`src/rtl/pdac_pkg.sv`:
```
package pdac_pkg;
  localparam int DATA_W      = 8;
  localparam int NIB_W       = 4;
  localparam int NUM_NIB     = DATA_W / NIB_W;
  localparam int THERM_W     = (1 << NIB_W) - 1;
  localparam int SYNC_STAGES = 2;
  localparam int NUM_STROBES = 4;
  // strobe positions inside the synchronized vector
  localparam int IDX_CS  = 0;
  localparam int IDX_WR  = 1;
  localparam int IDX_LD  = 2;
  localparam int IDX_CLR = 3;

  typedef struct packed {
    logic clearAll;        // clear both registers
    logic loadInput;       // qualified write: capture bus into input register
    logic loadDacAuto;     // write with load low: DAC register takes the bus too
    logic loadDacDeferred; // load falling edge: DAC register takes input register
  } pdac_strobe_t;
endpackage

```
`src/rtl/pdac_therm.sv`:
```
module pdac_therm #(
  parameter int NIB_W   = 4,
  parameter int THERM_W = (1 << NIB_W) - 1
) (
  input  logic [NIB_W-1:0]   level,
  output logic [THERM_W-1:0] therm
);
  for (genvar g = 0; g < THERM_W; g++) begin : g_line
    assign therm[g] = (32'(level) > g);
  end
endmodule

```
`src/rtl/pdac_ctrl.sv`:
```
module pdac_ctrl import pdac_pkg::*; (
  input  logic                   clk,
  input  logic                   ponN,
  input  logic [NUM_STROBES-1:0] rawStrobeN,
  output pdac_strobe_t           strobe,
  output logic                   deferPending,
  output logic                   protoErr
);
  logic [NUM_STROBES-1:0] syncStage [SYNC_STAGES];
  logic [NUM_STROBES-1:0] syncLvl;
  logic prevWr, prevLdac;
  logic loadLowActive;
  logic wrRise, ldacFall, ldacRise;
  logic clrActive, validWrite, autoLoad, deferArm, deferredLoad;

  // synchronizer chain, idle level is high for every strobe
  always_ff @(posedge clk or negedge ponN) begin
    if (!ponN) begin
      for (int s = 0; s < SYNC_STAGES; s++) syncStage[s] <= '1;
      prevWr   <= 1'b1;
      prevLdac <= 1'b1;
    end else begin
      syncStage[0] <= rawStrobeN;
      for (int s = 1; s < SYNC_STAGES; s++) syncStage[s] <= syncStage[s-1];
      prevWr   <= syncLvl[IDX_WR];
      prevLdac <= syncLvl[IDX_LD];
    end
  end

  assign syncLvl  = syncStage[SYNC_STAGES-1];
  assign wrRise   = syncLvl[IDX_WR] & ~prevWr;
  assign ldacFall = ~syncLvl[IDX_LD] & prevLdac;
  assign ldacRise = syncLvl[IDX_LD] & ~prevLdac;

  assign clrActive    = ~syncLvl[IDX_CLR];
  assign validWrite   = wrRise & ~syncLvl[IDX_CS] & ~clrActive;
  assign autoLoad     = validWrite & ~syncLvl[IDX_LD];
  assign deferArm     = validWrite & syncLvl[IDX_LD];
  assign deferredLoad = ldacFall & deferPending & ~validWrite & ~clrActive;

  always_comb begin
    strobe                 = '0;
    strobe.clearAll        = clrActive;
    strobe.loadInput       = validWrite;
    strobe.loadDacAuto     = autoLoad;
    strobe.loadDacDeferred = deferredLoad;
  end

  // mode and protocol state
  always_ff @(posedge clk or negedge ponN) begin
    if (!ponN) begin
      deferPending  <= 1'b0;
      loadLowActive <= 1'b0;
      protoErr      <= 1'b0;
    end else if (clrActive) begin
      deferPending  <= 1'b0;
      loadLowActive <= 1'b0;
      protoErr      <= 1'b0;
    end else begin
      if (deferArm)                          deferPending <= 1'b1;
      else if (autoLoad || deferredLoad)     deferPending <= 1'b0;

      if (deferredLoad)                      loadLowActive <= 1'b1;
      else if (ldacRise)                     loadLowActive <= 1'b0;

      if (validWrite && loadLowActive)       protoErr <= 1'b1;
    end
  end


  arm_sets_pending_chk: assert property (@(posedge clk) disable iff (!ponN)
    (strobe.loadInput && !strobe.loadDacAuto) |=> deferPending);


  load_clears_pending_chk: assert property (@(posedge clk) disable iff (!ponN)
    strobe.loadDacDeferred |=> !deferPending);


  err_sticky_chk: assert property (@(posedge clk) disable iff (!ponN)
    protoErr |=> (protoErr || $past(clrActive)));


  clear_flags_chk: assert property (@(posedge clk) disable iff (!ponN)
    strobe.clearAll |=> (!deferPending && !protoErr));
endmodule

```
`src/rtl/pdac_datapath.sv`:
```
module pdac_datapath import pdac_pkg::*; (
  input  logic                              clk,
  input  logic                              ponN,
  input  logic [DATA_W-1:0]                 dataIn,
  input  pdac_strobe_t                      strobe,
  output logic [DATA_W-1:0]                 dacCode,
  output logic [NUM_NIB-1:0][THERM_W-1:0]   thermOut
);
  logic [DATA_W-1:0] dataPipe [SYNC_STAGES];
  logic [DATA_W-1:0] capData;
  logic [DATA_W-1:0] inputReg;
  logic [DATA_W-1:0] dacReg;

  // bus delayed alongside the strobes so the value at the write edge is kept
  always_ff @(posedge clk or negedge ponN) begin
    if (!ponN) begin
      for (int s = 0; s < SYNC_STAGES; s++) dataPipe[s] <= '0;
    end else begin
      dataPipe[0] <= dataIn;
      for (int s = 1; s < SYNC_STAGES; s++) dataPipe[s] <= dataPipe[s-1];
    end
  end

  assign capData = dataPipe[SYNC_STAGES-1];

  always_ff @(posedge clk or negedge ponN) begin
    if (!ponN) begin
      inputReg <= '0;
      dacReg   <= '0;
    end else if (strobe.clearAll) begin
      inputReg <= '0;
      dacReg   <= '0;
    end else begin
      if (strobe.loadInput)            inputReg <= capData;
      if (strobe.loadDacAuto)          dacReg   <= capData;
      else if (strobe.loadDacDeferred) dacReg   <= inputReg;
    end
  end

  assign dacCode = dacReg;

  for (genvar n = 0; n < NUM_NIB; n++) begin : g_nib
    pdac_therm #(.NIB_W(NIB_W), .THERM_W(THERM_W)) i_therm (
      .level (dacReg[n*NIB_W +: NIB_W]),
      .therm (thermOut[n])
    );

    therm_count_chk: assert property (@(posedge clk) disable iff (!ponN)
      $countones(thermOut[n]) == 32'(dacReg[n*NIB_W +: NIB_W]));
  end


  auto_match_chk: assert property (@(posedge clk) disable iff (!ponN)
    (strobe.loadDacAuto && !strobe.clearAll) |=> (dacReg == inputReg));


  clear_regs_chk: assert property (@(posedge clk) disable iff (!ponN)
    strobe.clearAll |=> (dacReg == '0 && inputReg == '0));


  hold_code_chk: assert property (@(posedge clk) disable iff (!ponN)
    !(strobe.loadDacAuto || strobe.loadDacDeferred || strobe.clearAll) |=> $stable(dacReg));
endmodule

```
`src/rtl/pdac_frontend.sv`:
```
module pdac_frontend import pdac_pkg::*; (
  input  logic               clk,
  input  logic               ponN,
  input  logic               csN,
  input  logic               wrN,
  input  logic               ldacN,
  input  logic               clrN,
  input  logic [DATA_W-1:0]  dataIn,
  output logic [DATA_W-1:0]  dacCode,
  output logic [THERM_W-1:0] upperTherm,
  output logic [THERM_W-1:0] lowerTherm,
  output logic               deferPending,
  output logic               protoErr
);
  logic [NUM_STROBES-1:0]            rawStrobeN;
  pdac_strobe_t                      strobe;
  logic [NUM_NIB-1:0][THERM_W-1:0]   thermOut;

  always_comb begin
    rawStrobeN          = '1;
    rawStrobeN[IDX_CS]  = csN;
    rawStrobeN[IDX_WR]  = wrN;
    rawStrobeN[IDX_LD]  = ldacN;
    rawStrobeN[IDX_CLR] = clrN;
  end

  pdac_ctrl i_ctrl (
    .clk          (clk),
    .ponN         (ponN),
    .rawStrobeN   (rawStrobeN),
    .strobe       (strobe),
    .deferPending (deferPending),
    .protoErr     (protoErr)
  );

  pdac_datapath i_datapath (
    .clk      (clk),
    .ponN     (ponN),
    .dataIn   (dataIn),
    .strobe   (strobe),
    .dacCode  (dacCode),
    .thermOut (thermOut)
  );

  assign upperTherm = thermOut[1];
  assign lowerTherm = thermOut[0];
endmodule

```
`config.mk`:
```
export PLATFORM = sky130hd
export DESIGN_NAME = pdac_frontend
export DESIGN_NICKNAME = d
export VERILOG_FILES = /design/src/rtl/pdac_pkg.sv /design/src/rtl/pdac_therm.sv /design/src/rtl/pdac_ctrl.sv /design/src/rtl/pdac_datapath.sv /design/src/rtl/pdac_frontend.sv
export SDC_FILE = /design/constraint.sdc
export NUM_CORES = 1
export LEC_CHECK = 0
export ABC_AREA = 1
export CAP_MARGIN = 40
export CORE_ASPECT_RATIO = 0.7
export CORE_MARGIN = 3
export CORE_UTILIZATION = 30
export CTS_BUF_LIST = sky130_fd_sc_hd__clkbuf_16
export CTS_CLUSTER_SIZE = 28
export DETAILED_ROUTE_END_ITERATION = 8
export PLACE_DENSITY = 0.55
export SLEW_MARGIN = 20
export SYNTH_ARGS = -nofsm -noshare
export SYNTH_HDL_FRONTEND = slang
export SYNTH_HIERARCHICAL = 1
export SYNTH_SLANG_ARGS = --single-unit
```
`constraint.sdc`:
```
create_clock -name clk -period 1.7 [get_ports clk]
set_clock_uncertainty 0.2 [all_clocks]
set_input_delay 0.425 -clock clk [delete_from_list [all_inputs] [get_ports clk]]
set_output_delay 0.425 -clock clk [all_outputs]
set_load 0.005 [all_outputs]
```
# == Word-level counts from Yosys, hierarchy flattened ==
# Index checks and enable logic that the tools add are counted.
# word_totals
register_bits,45
# classes
order_cmp,30
n_eq_ne,5
n_mux,13
bitwise,15
n_reduce_logical,2
# op_table
cell,n
"greater-than comparator 4 bit, second input constant",14
2-to-1 mux 8 bit,5
"greater-than comparator 4 x 3 -> 1 bit, second input constant",8
"greater-than comparator 4 x 1 -> 1 bit, second input constant",4
"greater-than comparator 4 x 2 -> 1 bit, second input constant",4
bitwise AND 1 bit,10
"!= test 3 bit, second input constant",3
2-to-1 mux 1 bit,8
inverter 1 bit,5
"!= test 2 bit, second input constant",2
logical AND 1 bit,1
logical OR 1 bit,1

# == Longest topological paths before layout ==
# depth
ltp_word,11
mapped_depth,11
depth_no_buf,9

# == Hierarchy ==
# Netlist, hierarchy kept.
# by_module_without_submodules
module,n_inst,cells_per_inst,area_per_inst_um2
pdac_datapath,1,112,1163.6
pdac_ctrl,1,42,475.5
pdac_therm,2,26,115.1

# == Least setup slack after synthesis ==
# No wires, ideal clock.
# synth_timing
path_kind,reg-to-reg
startpoint,"reg i_ctrl.syncStage, in the netlist i_ctrl/syncLvl[2]"
endpoint,"reg i_datapath.dacReg[3], in the netlist i_datapath/dacCode[3]"
setup_ns,0.117
t_arrival_ns,1.254
required_time_ns,1.383
path_slack_ns,0.129
stages_incl_launch_ff,10
n_path_buf,2
period_less_slack_ns,1.571
cell_sequence,dfstp_2 inv_1 nand4_1 inv_1 buf_4 buf_6 nor2_8 nor2_4 nand2_1 nand2_1
# synth_rtl
item,line_no,rtl
start: declaration,pdac_ctrl.sv:9,logic [NUM_STROBES-1:0] syncStage [SYNC_STAGES];
inverter 1 bit (*),pdac_ctrl.sv:37,assign autoLoad = validWrite & ~syncLvl[IDX_LD];
bitwise AND 1 bit (*),pdac_ctrl.sv:37,
via i_ctrl.autoLoad,pdac_ctrl.sv:14,"logic clrActive, validWrite, autoLoad, deferArm, deferredLoad;"
2-to-1 mux 8 bit,pdac_datapath.sv:35,if (strobe.loadDacAuto) dacReg <= capData;
2-to-1 mux 8 bit,pdac_datapath.sv:30,end else if (strobe.clearAll) begin
end signal: assignment,pdac_datapath.sv:35,
end signal: assignment,pdac_datapath.sv:36,else if (strobe.loadDacDeferred) dacReg <= inputReg;
end: declaration,pdac_datapath.sv:12,logic [DATA_W-1:0] dacReg;
# Mark *: on every way through the listed nets, which the timed path passes. The rest lies on a longest branch.
# A chain may end at the register's enable or synchronous reset.

# == Worst setup path after layout ==
# layout_timing
startpoint,"reg i_datapath.dacReg[3], in the netlist i_datapath/dacCode[3]"
endpoint,out lowerTherm[0]
# layout_via
elab_chain_len,1
# layout_rtl
item,line_no,rtl
greater-than comparator 4 x 1 -> 1 bit,pdac_therm.sv:9,assign therm[g] = (32'(level) > g);
end: declaration,pdac_frontend.sv:11,"output logic [THERM_W-1:0] lowerTherm,"
# Every way passes these cells.

==> flow_summary.yaml <==
clock_tree:
  cts.clk_slew.worst_paths_ps: 60
  cts_tree: "done"
  cts-root-buf: "clkbuf_16"
  clock_path_buffers: 2
  htree_levels: 2
  clock_latency_ps: 290
  cts.sinks: 45
  numCtsBuffers: 5
finish:
  fin_nets: 323
  area_delta_synth_final_pct: 64.1
  multi_input_area_sq_um: 699
  fillerInstances: 560
  antennaDiodeCount: 0
  layout-drive-gt1-share_pct: 51.9
  regArea_sq_mm: 0.00115
placement:
  dp_hpwl_microns: 2550
  port-buffer-count: 53
  gp_congestion: 0.759
floorplanning:
  rows: 23
  core_area_sq_mm: 0.00587
  ioPinCount: 54
  start_util_pct: 31.8
  die_h_microns: 72.0
  dieWidth_microns: 100
  dieArea_sq_mm: 0.00723
timing:
  worstMarginPinSlew_ps: 333
  slew_headroom_pct: 77.8
  period_share_pct: 110
  max_freq_mhz: 535
  hold_viol_final: 0
  fin_ws_ps: -169
  rsz0062_at_grt: "yes"
  drv_slew: 0
  min_period_ps: 1870
  setup_violations: 28
  tns_ps: -2740
  holdWs_ps: 147
power_and_ir_drop:
  p_per_area_mw_per_mm2: 720
  peakVddDrop_mv: 0.494
  p_leak_nw: 1.74
global_route:
  grt_max_degree: 46
  grt-ovfl-total: 0
  antenna_found_initial: 0
  grt_pass1_vias: 1472
  grt_pass1_wl_microns: 6690
  grt_usage_pct: 11.5
drt:
  ant_nets: 0
  routed-via-count: 1630
  drtIter0Drc: 42
  via_per_inst: 4.23
  dr.pass1.iters: 4
  drc: 0
  wl_per_cell_microns: 11.2
  wirelength_microns: 4300
logic_synthesis:
  ys_top_cells_by_area: "dfrtp_1 (47%), nand2_1 (16%), dfstp_2 (14%)"
  async_flop_share_pct: 100
  synth_top_area_cell: "dfrtp_1"
  yosys.area_share.simple_pct: 28.1
  synth_top_family_by_area: "simple AND/OR/NAND/NOR gates"
  synth_cells: 206
  ys_types: 20
  yosys_most_used_dff: "dfrtp_1"
  synth_compound_area_share_pct: 3.08
  yosysMostFrequentCell: "nand2_1"
  yosys_warnings: 6
  synth-seq-cells: 45
  synth_fp_nets: 220
  synth_edf_count: 0
  synth_xor_xnor_area_share_pct: 0
  synth_area_per_cell_sq_um: 9.07
  yosysTopAreaCellShare_pct: 46.9
  synthAdderAreaFrac_pct: 0
  ys_seq_area_share_pct: 60.9
  netlist_area_sq_mm: 0.00187
  yosys-top-cells-count: "nand2_1 (82), dfrtp_1 (35), inv_1 (20)"
  synth_mux_area_share_pct: 0
setup_path:
  critPathSlowestCell: "dfrtp_2"
  critical_path_buf_inv_count: 3
  start_kind: "register"
  r2r_setup_slack_ps: 40
  worst_path_most_repeated_cell: "buf_6"
  crit_path_max_incr_delay_ps: 460
  crit_path_end_kind: "primary output"
  arrival_ps: 1240
  crit_family: "flip-flops"
  crit_chain: "nor2_4, buf_6, buf_6, nand2_2, buf_2"
  path_max_fanout: 6
  crit_required_ps: 1070
  path_class: "reg2out"
flow_run:
  drv_cap: 0
min_path:
  worstHoldPathType: "reg2reg"
outcome:
  status: "complete, but fails checks"
  violations: "negative setup slack"
-- through the flow --
| stage | utilization, % | setup slack [ps] | cells | cell area, sq um | total power, W |
|---|---|---|---|---|---|
| after floorplan | - | 129 | 206 | 1870 | 0.00119 |
| after global placement | 43.3 | -142 | 339 | 2540 | 0.00126 |
| after detailed placement | 43.3 | -173 | 339 | 2540 | 0.00126 |
| after CTS | 50.4 | -199 | 380 | 2960 | 0.00223 |
| after global routing | 52.2 | -230 | 385 | 3070 | 0.00229 |
| final | 52.2 | -169 | 385 | 3070 | 0.00221 |
-- routing by layer --
metal | wire length (microns) | vias up | track usage, %
li1 | - | 838 | -
met1 | 1970 | 727 | 15.1
met2 | 1890 | 58 | 17.8
met3 | 372 | 7 | 3.27
met4 | 72 | 0 | 4.93
met5 | 0 | - | 0
-- where the power goes --
group	switching (W)	internal [W]	leakage, nW
Clock	0.000404	0.000547	0.0718
Combinational	0.0000628	0.0000583	1.12
Sequential	0.0000173	0.00112	0.542
Total	0.000484	0.00172	1.74
-- cell families (layout without fill, tap and decap cells) --
logic type | Yosys count | in the layout
AOI/OAI and AO/OA | 8 | 8
buffers and inverters | 31 | 134
DFF | 45 | 45
and+or+nand+nor | 122 | 123
-- final cells by class --
| type | instances | area share (%) |
|---|---|---|
| sequential | 45 | 37.5 |
| timing repair buffer | 104 | 29.0 |
| inverter | 22 | 2.86 |
| clock inverter | 3 | 0.694 |
| multi-input combinational | 131 | 22.8 |
| clock buffer | 5 | 4.08 |
| tap | 75 | 3.06 |
-- flip-flops by register name, summed over array words and instances (netlist names) --
signal and cells:
i_datapath/capData 8, i_datapath/dacCode 8, i_datapath/dataPipe 8, i_datapath/inputReg 8, i_ctrl/syncLvl 4, i_ctrl/syncStage 4
i_ctrl/deferPending 1, i_ctrl/loadLowActive 1, i_ctrl/prevLdac 1, i_ctrl/prevWr 1, i_ctrl/protoErr 1
-- cell usage in the layout, fill, tap and decap left out --
cell type        synthesis  routed
a21oi_2                  2       2
buf_12                   0       2
buf_2                    1      28
buf_4                    4      22
buf_6                    2      31
clkbuf_16                0       5
clkbuf_2                 0       2
clkdlybuf4s15_1          0       3
clkdlybuf4s50_1          0      12
clkinv_1                 0       1
clkinv_4                 0       1
dfrtp_1                 35      27
dfrtp_2                  0       8
dfstp_2                 10      10
dlygate4sd2_1            0       3
dlygate4sd3_1            0       1
inv_1                   20      10
inv_2                    2      10
inv_4                    0       2
inv_6                    0       1
nand2_1                 82      65
nand2_2                  4      19
nand2_4                  0       2
nand3_1                 19      16
nand3_2                  0       3
nand4_1                  3       3
nor2_1                  11       4
nor2_2                   1       4
nor2_4                   1       6
nor2_8                   1       1
o21ai_0                  3       1
o21ai_1                  0       2
o21ai_2                  2       2
o21bai_1                 1       1
-- what timing repair did --
action                                  in CTS  in global routing
endpoints found under the setup margin      40                 41
endpoints found under the hold margin       35                  0
gates cloned                                 0                  1
buffers inserted                            32                  7
hold buffers                                 1                  0
pin swaps                                   13                 25
resized for setup                          200                 32
-- path summary, 6_finish.rpt --
| check | cells after the start | start | end |
|---|---|---|---|
| max | 5 | i_datapath/dacCode[3] | lowerTherm[0] |
| min | 0 | i_datapath/dataPipe[13] | i_datapath/capData[5] |
| max reg2reg | 8 | i_ctrl/syncLvl[1] | i_datapath/dacCode[4] |
| min reg2reg | 0 | i_datapath/dataPipe[13] | i_datapath/capData[5] |
| max in group asynchronous | 3 | ponN | i_ctrl/syncStage[7] |
| min in group asynchronous | 3 | ponN | i_datapath/dataPipe[15] |
-- worst reg2reg max path, stage by stage (launching register included) --
cell,delay (ps)
dfstp_2,540
inv_2,30
nor2_1,90
nand4_1,120
inv_2,180
nor2_8,60
nor2_4,220
nand2_1,90
nand2_1,60
Power figures use the tool's default switching activity.
